===== config.mk =====
export PLATFORM = sky130hd
export DESIGN_NAME = acc_perm_guard
export DESIGN_NICKNAME = d
export VERILOG_FILES = /design/src/rtl/acc_perm_guard_pkg.sv /design/src/rtl/acc_perm_guard_ctrl.sv /design/src/rtl/acc_perm_guard_dp.sv /design/src/rtl/acc_perm_guard.sv
export SDC_FILE = /design/constraint.sdc
export NUM_CORES = 1
export LEC_CHECK = 0
export CORE_UTILIZATION = 40
export DETAILED_ROUTE_END_ITERATION = 16
export SLEW_MARGIN = 20
export SYNTH_ARGS = -nofsm -noshare
export SYNTH_HDL_FRONTEND = slang
export SYNTH_SLANG_ARGS = --single-unit

===== constraint.sdc =====
create_clock -name clk -period 3.3 [get_ports clk]
set_input_delay 0.33 -clock clk [delete_from_list [all_inputs] [get_ports clk]]
set_output_delay 0.33 -clock clk [all_outputs]
set_load 0.02 [all_outputs]

===== src/rtl/acc_perm_guard_pkg.sv =====
package acc_perm_guard_pkg;
  localparam int NUM_MASTERS = 6;
  localparam int NUM_DOMAINS = 16;
  localparam int REG_AW      = 10;
  localparam int WORD_W      = 32;
  localparam int MID_W       = $clog2(NUM_MASTERS);
  localparam int IDX_W       = $clog2(NUM_DOMAINS);
  localparam int PERM_WORDS  = NUM_DOMAINS / 2;
  localparam int HALF_W      = WORD_W / 2;
  localparam int BIT_W       = $clog2(WORD_W);
  localparam int IDX_LSB     = 4;

  localparam logic [REG_AW-1:0] OFS_PERM  = 10'h0B0;
  localparam logic [REG_AW-1:0] OFS_IEN   = 10'h100;
  localparam logic [REG_AW-1:0] OFS_ICLR  = 10'h104;
  localparam logic [REG_AW-1:0] OFS_ISTAT = 10'h108;
  localparam logic [REG_AW-1:0] OFS_FADDR = 10'h110;
  localparam logic [REG_AW-1:0] OFS_FDATA = 10'h150;
  localparam int WALK1_BIT = 16;
  localparam int WALK2_BIT = 17;

  typedef struct packed {
    logic [PERM_WORDS-1:0]  permWe;
    logic                   enWe;
    logic                   clrWe;
    logic [NUM_MASTERS-1:0] faultSet;
    logic                   walk1Set;
    logic                   walk2Set;
  } strobe_t;

  // Lower-half domain (domain 0) denies writes for every master.
  function automatic logic [WORD_W-1:0] domZeroReset();
    logic [WORD_W-1:0] v;
    v = '0;
    for (int m = 0; m < NUM_MASTERS; m++) v[2*m+1] = 1'b1;
    return v;
  endfunction
endpackage


===== src/rtl/acc_perm_guard_ctrl.sv =====
module acc_perm_guard_ctrl
  import acc_perm_guard_pkg::*;
(
  input  logic                              clk,
  input  logic                              rstN,
  input  logic                              regWe,
  input  logic [REG_AW-1:0]                 regAddr,
  input  logic                              reqValid,
  input  logic [MID_W-1:0]                  reqMaster,
  input  logic                              reqWrite,
  input  logic [WORD_W-1:0]                 reqEntry,
  input  logic                              walkL1Err,
  input  logic                              walkL2Err,
  input  logic [PERM_WORDS-1:0][WORD_W-1:0] permTable,
  output strobe_t                           strobe,
  output logic                              rspValid,
  output logic                              rspAllow
);
  logic [IDX_W-1:0]  domIdx;
  logic [WORD_W-1:0] domWord;
  logic [BIT_W-1:0]  bitPos;
  logic              deny;

  assign domIdx  = reqEntry[IDX_LSB +: IDX_W];
  assign domWord = permTable[domIdx[IDX_W-1:1]];
  assign bitPos  = (domIdx[0] ? BIT_W'(HALF_W) : '0)
                 + BIT_W'({reqMaster, reqWrite});
  assign deny    = domWord[bitPos];

  genvar gi;
  generate
    for (gi = 0; gi < PERM_WORDS; gi++) begin : g_permDec
      assign strobe.permWe[gi] = regWe && (regAddr == REG_AW'(OFS_PERM + 4*gi));
    end
    for (gi = 0; gi < NUM_MASTERS; gi++) begin : g_faultDec
      assign strobe.faultSet[gi] = reqValid && deny && (reqMaster == MID_W'(gi));
    end
  endgenerate

  assign strobe.enWe     = regWe && (regAddr == OFS_IEN);
  assign strobe.clrWe    = regWe && (regAddr == OFS_ICLR);
  assign strobe.walk1Set = walkL1Err;
  assign strobe.walk2Set = walkL2Err;

  always_ff @(posedge clk or negedge rstN) begin
    if (!rstN) begin
      rspValid <= 1'b0;
      rspAllow <= 1'b0;
    end else begin
      rspValid <= reqValid;
      rspAllow <= reqValid && !deny;
    end
  end
endmodule


===== src/rtl/acc_perm_guard_dp.sv =====
module acc_perm_guard_dp
  import acc_perm_guard_pkg::*;
(
  input  logic                               clk,
  input  logic                               rstN,
  input  strobe_t                            strobe,
  input  logic [REG_AW-1:0]                  regAddr,
  input  logic [WORD_W-1:0]                  regWdata,
  input  logic [WORD_W-1:0]                  reqAddr,
  input  logic [WORD_W-1:0]                  reqEntry,
  output logic [WORD_W-1:0]                  regRdata,
  output logic                               irq,
  output logic [WORD_W-1:0]                  statusVec,
  output logic [PERM_WORDS-1:0][WORD_W-1:0]  permTable,
  output logic [NUM_MASTERS-1:0][WORD_W-1:0] capAddr,
  output logic [NUM_MASTERS-1:0][WORD_W-1:0] capData
);
  logic [WORD_W-1:0] intEnable;
  logic [WORD_W-1:0] clrMask;

  assign clrMask = strobe.clrWe ? regWdata : '0;

  genvar gi;
  generate
    for (gi = 0; gi < PERM_WORDS; gi++) begin : g_perm
      localparam logic [WORD_W-1:0] RST_VAL = (gi == 0) ? domZeroReset() : '0;
      always_ff @(posedge clk or negedge rstN) begin
        if (!rstN) permTable[gi] <= RST_VAL;
        else if (strobe.permWe[gi]) permTable[gi] <= regWdata;
      end
    end
    for (gi = 0; gi < NUM_MASTERS; gi++) begin : g_master
      always_ff @(posedge clk or negedge rstN) begin
        if (!rstN) begin
          statusVec[gi] <= 1'b0;
          capAddr[gi]   <= '0;
          capData[gi]   <= '0;
        end else begin
          statusVec[gi] <= strobe.faultSet[gi] || (statusVec[gi] && !clrMask[gi]);
          if (strobe.faultSet[gi] && (!statusVec[gi] || clrMask[gi])) begin
            capAddr[gi] <= reqAddr;
            capData[gi] <= reqEntry;
          end
        end
      end
    end
    for (gi = NUM_MASTERS; gi < WORD_W; gi++) begin : g_stat
      if (gi == WALK1_BIT || gi == WALK2_BIT) begin : g_walk
        logic setHere;
        assign setHere = (gi == WALK1_BIT) ? strobe.walk1Set : strobe.walk2Set;
        always_ff @(posedge clk or negedge rstN) begin
          if (!rstN) statusVec[gi] <= 1'b0;
          else statusVec[gi] <= setHere || (statusVec[gi] && !clrMask[gi]);
        end
      end else begin : g_unused
        assign statusVec[gi] = 1'b0;
      end
    end
  endgenerate

  always_ff @(posedge clk or negedge rstN) begin
    if (!rstN) intEnable <= '0;
    else if (strobe.enWe) intEnable <= regWdata;
  end

  assign irq = |(statusVec & intEnable);

  always_comb begin
    regRdata = '0;
    if (regAddr == OFS_IEN)   regRdata = intEnable;
    if (regAddr == OFS_ISTAT) regRdata = statusVec;
    for (int i = 0; i < PERM_WORDS; i++)
      if (regAddr == REG_AW'(OFS_PERM + 4*i)) regRdata = permTable[i];
    for (int m = 0; m < NUM_MASTERS; m++) begin
      if (regAddr == REG_AW'(OFS_FADDR + 4*m)) regRdata = capAddr[m];
      if (regAddr == REG_AW'(OFS_FDATA + 4*m)) regRdata = capData[m];
    end
  end
endmodule


===== src/rtl/acc_perm_guard.sv =====
module acc_perm_guard
  import acc_perm_guard_pkg::*;
(
  input  logic              clk,
  input  logic              rstN,
  input  logic              regWe,
  input  logic [9:0]        regAddr,
  input  logic [31:0]       regWdata,
  output logic [31:0]       regRdata,
  input  logic              reqValid,
  input  logic [2:0]        reqMaster,
  input  logic              reqWrite,
  input  logic [31:0]       reqAddr,
  input  logic [31:0]       reqEntry,
  input  logic              walkL1Err,
  input  logic              walkL2Err,
  output logic              rspValid,
  output logic              rspAllow,
  output logic              irq
);
  strobe_t                            ctrlStrobe;
  logic [WORD_W-1:0]                  statusVec;
  logic [PERM_WORDS-1:0][WORD_W-1:0]  permTable;
  logic [NUM_MASTERS-1:0][WORD_W-1:0] capAddr;
  logic [NUM_MASTERS-1:0][WORD_W-1:0] capData;

  acc_perm_guard_ctrl u_ctrl (
    .clk(clk), .rstN(rstN), .regWe(regWe), .regAddr(regAddr),
    .reqValid(reqValid), .reqMaster(reqMaster), .reqWrite(reqWrite),
    .reqEntry(reqEntry), .walkL1Err(walkL1Err), .walkL2Err(walkL2Err),
    .permTable(permTable), .strobe(ctrlStrobe),
    .rspValid(rspValid), .rspAllow(rspAllow)
  );

  acc_perm_guard_dp u_dp (
    .clk(clk), .rstN(rstN), .strobe(ctrlStrobe), .regAddr(regAddr),
    .regWdata(regWdata), .reqAddr(reqAddr), .reqEntry(reqEntry),
    .regRdata(regRdata), .irq(irq), .statusVec(statusVec),
    .permTable(permTable), .capAddr(capAddr), .capData(capData)
  );
endmodule


Yosys cells after proc, flatten, opt, wreduce, memory -nomap -nowiden
Index checks and enable logic that the tools add are counted.
- bits in registers: 682
- input port bits: 116
- output and inout bits: 35
- logic and storage cells: 154
- $add $sub $neg: 1
- magnitude comparators: 2
- equality and inequality tests: 28
- mux-type cells: 28
- bitwise gates (word level): 1
- reduce and logical (&&, ||, !) cells: 63
- operator list (kind ; count):
    32-bit 2-to-1 mux ; 23
    10-bit by 9-bit == test with 1-bit output, second input constant ; 15
    32-bit binary-select mux with 3-bit select ; 1
    10-bit by 8-bit == test with 1-bit output, second input constant ; 8
    18-bit by 32-bit AND with 32-bit output ; 1
    1-bit logical AND ; 32
    32-bit OR reduction ; 1
    18-bit 2-to-1 mux ; 1
    1-bit zero test ; 15
    1-bit logical OR ; 14
    3-bit by 2-bit == test with 1-bit output, second input constant ; 2
    3-bit == test, second input constant ; 2
    5-bit by 6-bit < comparator with 1-bit output, second input constant ; 1
    5-bit by 4-bit adder with 5-bit output ; 1
    1-bit binary-select mux with 5-bit select ; 1
    5-bit 2-to-1 mux ; 1
    3-bit by 4-bit < comparator with 1-bit output, second input constant ; 1
    3-bit by 1-bit == test with 1-bit output, second input constant ; 1
    3-bit zero test ; 1
    1-bit 2-to-1 mux ; 1

Longest topological paths before layout
- depth after elaboration: 23
- mapped depth: 14
- mapped depth without buffers: 8

By module
Synthesis repeated with hierarchy kept, for this count alone.
- cells, all modules: 2777
- area, all modules: 34474.3 µm²
- modules (own cells, without submodules) (module ; times used ; cells an instance ; area an instance (µm²) ; seq. area each (µm²)):
    acc_perm_guard_dp ; 1 ; 2549 ; 31859.3 ; 17023.8
    acc_perm_guard_ctrl ; 1 ; 228 ; 2615.0 ; 50.0

Worst setup path after synthesis
Ideal clock, no wire load.
- path kind: input port to output port
- start point: input port regAddr[1]
- end point: output port regRdata[1]
- data arrival time: 3048 ps
- data required time: 2970 ps
- setup slack: -78 ps
- stages: 10
- buffers on the path: 4
- cells stage by stage: clkbuf_1 -> or4b_2 -> clkbuf_1 -> nor3_1 -> buf_2 -> buf_2 -> a221oi_1 -> nor2_1 -> a2111oi_0 -> o41ai_1
- cells in the longest elaborated chain, start to end: 23
- elaborated cells on any way between the ends: 44
- those cells by class: eq/ne: 22; mux: 22
- RTL lines (element ; line ; RTL):
    start, declared ; acc_perm_guard.sv:7 ; input logic [9:0] regAddr,
    10-bit by 9-bit == test with 1-bit output ; acc_perm_guard_dp.sv:70 ; if (regAddr == OFS_IEN) regRdata = intEnable;
    32-bit 2-to-1 mux ; acc_perm_guard_dp.sv:70 ;
    32-bit 2-to-1 mux ; acc_perm_guard_dp.sv:71 ; if (regAddr == OFS_ISTAT) regRdata = statusVec;
    32-bit 2-to-1 mux (8 in a row) ; acc_perm_guard_dp.sv:73 ; if (regAddr == REG_AW'(OFS_PERM + 4*i)) regRdata = permTable[i];
    32-bit 2-to-1 mux ; acc_perm_guard_dp.sv:75 ; if (regAddr == REG_AW'(OFS_FADDR + 4*m)) regRdata = capAddr[m];
    32-bit 2-to-1 mux ; acc_perm_guard_dp.sv:76 ; if (regAddr == REG_AW'(OFS_FDATA + 4*m)) regRdata = capData[m];
    32-bit 2-to-1 mux ; acc_perm_guard_dp.sv:75 ;
    32-bit 2-to-1 mux ; acc_perm_guard_dp.sv:76 ;
    32-bit 2-to-1 mux ; acc_perm_guard_dp.sv:75 ;
    32-bit 2-to-1 mux ; acc_perm_guard_dp.sv:76 ;
    32-bit 2-to-1 mux ; acc_perm_guard_dp.sv:75 ;
    32-bit 2-to-1 mux ; acc_perm_guard_dp.sv:76 ;
    32-bit 2-to-1 mux ; acc_perm_guard_dp.sv:75 ;
    32-bit 2-to-1 mux ; acc_perm_guard_dp.sv:76 ;
    32-bit 2-to-1 mux ; acc_perm_guard_dp.sv:75 ;
    32-bit 2-to-1 mux * ; acc_perm_guard_dp.sv:76 ;
    end, declared ; acc_perm_guard.sv:9 ; output logic [31:0] regRdata,
Mark *: on every way between the ends. The rest lies on a longest branch, timed or not.

Worst setup path in the final report
- start point: input port regAddr[3]
- end point: output port regRdata[14]
Same word-level chain as after synthesis.

==> results.md <==
- Outcome: finished with violations
- Failing checks: setup timing
- Final Hold Fails: 0
- Comb power frac: 0.131
- Static leakage: 21.0 nW
- Clock sink count: 682
- GR Overflow Total: 0
- Power Dens Cells: 506 mW/mm²
- Die Area: 0.0858 mm²
- Clk buf depth: 3
- Total number of yosys warnings: 0
- Internal power: 0.0166 W
- Hold path depth: 1
- Area share of the largest cell type after synthesis: 0.500
- Mapped cell area: 0.0338 mm²
- Via count: 27,500
- Starting DRT DRC Count: 2,816
- Clock slew seen by the registers of the worst setup and hold paths: 0.06 ns
- Initial core utilization: 0.404
- Critical Path End Type: output port
- Slew Limit Fails: 0
- Crit path cell chain: buf_2 -> buf_4 -> nor4_4 -> buf_4 -> nand3_2 -> buf_4 -> buf_4 -> o211ai_1 -> o21ai_2 -> a221o_1 -> o211ai_1 -> a21oi_2 -> buf_4
- Critical Path Start Type: input pin
- Via density: 6.09
- Switching power: 0.00593 W
- # setup viols final: 11
- Inst Count DP: 4,332
- RSZ-0062 raised after global routing: true
- CORE AREA: 0.0837 mm²
- Final ANT Viol Nets: 0
- First-pass GRT wire length: 199,000 µm
- Max VDD drop: 0.351 mV
- Fin worst setup slack: -0.0411 ns
- DRT Pass-1 Iters: 7
- R2R depth: 8
- Ranking of synthesized cells by area: dfrtp_1 (50%), mux2_2 (20%), mux2_4 (2.7%), mux4_2 (2.4%), mux2i_1 (1.9%)
- WP data required: 2.97 ns
- Yosys reg bits: 682
- Max Cap Viol: 0
- Inserted Clock Buffers: 78
- Worst Hold Class: input pin to flip-flop
- Final WL: 137,000 µm
- Syn avg cell area: 12.6 µm²
- Slowest-stage cell, CP: o211ai_1
- Most frequent cells in the layout: dfrtp_1 (676), mux2_2 (592), buf_4 (523), nor2_1 (114), nand2_1 (112)
- Dpl hpwl: 100,000 µm
- WL/cell: 30.3 µm
- Worst EP arrival: 3.01 ns
- All-layer global routing usage: 0.317
- Synth cell types: 84
- Area Overhead vs Synth: 31.7%
- CP dominant cell by count: buf_4
- Gp weighted congestion: 1.01
- Achievable Freq: 299 MHz
- Seq/Total Area, Yosys: 0.505
- Synth Flop Type: dfrtp_1
- Worst slew pin tran: 0.797 ns
- Initial antenna violation count: 2
- Clk_lat worst skew: 0.65 ns
- Fin nets: 3,442
- Switching part of the total: 0.263
- Worst-path maximum fanout: 9
- # DRC: 0
- CTS tree: yes
- Post-synth ARST share: 1.00
- Htree depth: 3
- Post-synth EDFFs: 0
- Slowest stage delay, CP: 0.46 ns
- Final non-filler cell total: 4,520
- Share of layout cells above drive strength 1: 0.477
- Setup TNS: -0.129 ns
- Largest net degree at the start of global routing: 117
- Final worst path period need: 3.34 ns
- Vias in the first global route: 28,300
- Height of the die: 293 µm
- Die width: 293 µm
- Crit Path Class: input pin to output port
- Cells after Synth: 2,694
- Root buf cell: clkbuf_16
- IO Port Bufs: 150
- Syn_nets: 2,810
- IO Pins: 151
- Seq pwr share: 0.480
- Cell taking the most area after synthesis: dfrtp_1
- Commonest non-fill, non-tap cell in the layout: dfrtp_1
- Final worst-path cycle share: 1.01
- Setup WS pre-CTS: -1.29 ns
- Site Rows: 106
- Clock skew: 0.0234 ns
- Rel. slew slack: 0.469
- Clk pwr share: 0.389
-- layout make-up --
cell class / instances / area [µm²]
Clock inverter: 23 / 277
Fill cell: 7178 / 39100
Tap cell: 1134 / 1420
Antenna cell: 1 / 2.50
Multi-Input combinational cell: 1799 / 16600
Inverter: 12 / 45.0
Clock buffer: 116 / 2280
Sequential cell: 682 / 17100
Timing Repair Buffer: 753 / 6850
-- worst max-delay path: cells and delay by family --
family / cells / cell delay, ns
buf+inv: 6 / 1.03
compound gates: 5 / 1.24
simple gates: 2 / 0.42
-- per-stage QoR --
stage	power (W)	hold slack (ns)	cell area (µm²)	utilization
3_3_place_gp	0.0136	0.416	40700	0.486
2_1_floorplan	0.0123	0.0344	33900	-
4_1_cts	0.0226	0.221	44200	0.528
5_1_grt	0.0234	0.244	44600	0.533
6_report	0.0226	0.237	44600	0.533
3_5_place_dp	0.0138	0.422	40700	0.486
-- final timing paths --
check                                         start             endpoint  slack, ns
worst min register to register     u_dp.capData[26]     u_dp.capData[26]       0.49
worst max-delay path                     regAddr[3]         regRdata[14]      -0.04
worst min-delay path                       reqValid      u_ctrl.rspValid       0.24
worst max register to register  u_dp.permTable[239]     u_dp.capData[95]      -0.01
min in group asynchronous                      rstN    u_dp.capData[134]       0.33
max in group asynchronous                      rstN  u_dp.permTable[157]       1.83
-- per-layer routing --
metal / global-route usage / routed length (µm) / vias to the layer above / part of all wire
met5: 0 / 13 / - / 0.000095
met4: 0.127 / 5840 / 2 / 0.043
met3: 0.0550 / 11300 / 267 / 0.082
met2: 0.489 / 61300 / 1370 / 0.45
met1: 0.444 / 58400 / 14300 / 0.43
li1: - / - / 11600 / -
-- cell families (layout without fill, tap and decap cells) --
kind of cell	Yosys count	after routing	share of synthesized area
buffers and inverters	213	904	0.0332
AND/OR/NAND/NOR	450	450	0.0645
other	0	1	0
flip-flops	682	682	0.505
multiplexers	780	780	0.279
AO/OA/AOI/OAI	569	569	0.119
-- flip-flops by register name (all words and copies together), names as in the netlist --
| signal | cells |
|---|---|
| u_dp.permTable | 256 |
| u_dp.intEnable | 32 |
| u_ctrl.rspValid | 1 |
| u_dp.capData | 192 |
| u_dp.statusVec | 8 |
| u_ctrl.rspAllow | 1 |
| u_dp.capAddr | 192 |
-- cells in the mapped netlist, drive strengths merged, types with 4 or more instances --
library cell and count:
a2111oi 10, a211o 4, a211oi 17, a21o 6
a21oi 94, a221o 16, a221oi 41, a222oi 21
a22o 25, a22oi 66, a2bb2oi 5, a31oi 22
and2 5, and3 19, buf 98, clkbuf 103
dfrtp 676, dfstp 6, inv 11, mux2 673
mux2i 64, mux4 43, nand2 118, nand2b 7
nand3 72, nand4 6, nor2 122, nor2b 13
nor3 32, nor3b 5, nor4 15, nor4b 4
o2111ai 4, o211ai 10, o21a 10, o21ai 95
o221ai 28, o22a 5, o22ai 55, o2bb2ai 4
o31ai 9, o41ai 5, or2 4, or3 5
-- power groups by stage --
stage	sequential, W	combinational (W)	clock [W]
6_report	0.0108	0.00295	0.00877
5_1_grt	0.0110	0.00316	0.00921
4_1_cts	0.0108	0.00293	0.00889
3_5_place_dp	0.0109	0.00287	0
3_3_place_gp	0.0108	0.00275	0
2_1_floorplan	0.0106	0.00177	0
-- repair_timing --
| item | CTS | global route |
|---|---|---|
| resized for setup | 289 | 86 |
| endpoints found under the hold margin | 64 | 0 |
| hold buffers | 1 | 0 |
| setup endpoints to repair | 120 | 130 |
| gates cloned | 1 | 1 |
| pin swaps | 50 | 43 |
| setup buffers | 40 | 7 |
Power figures use the tool's default switching activity.
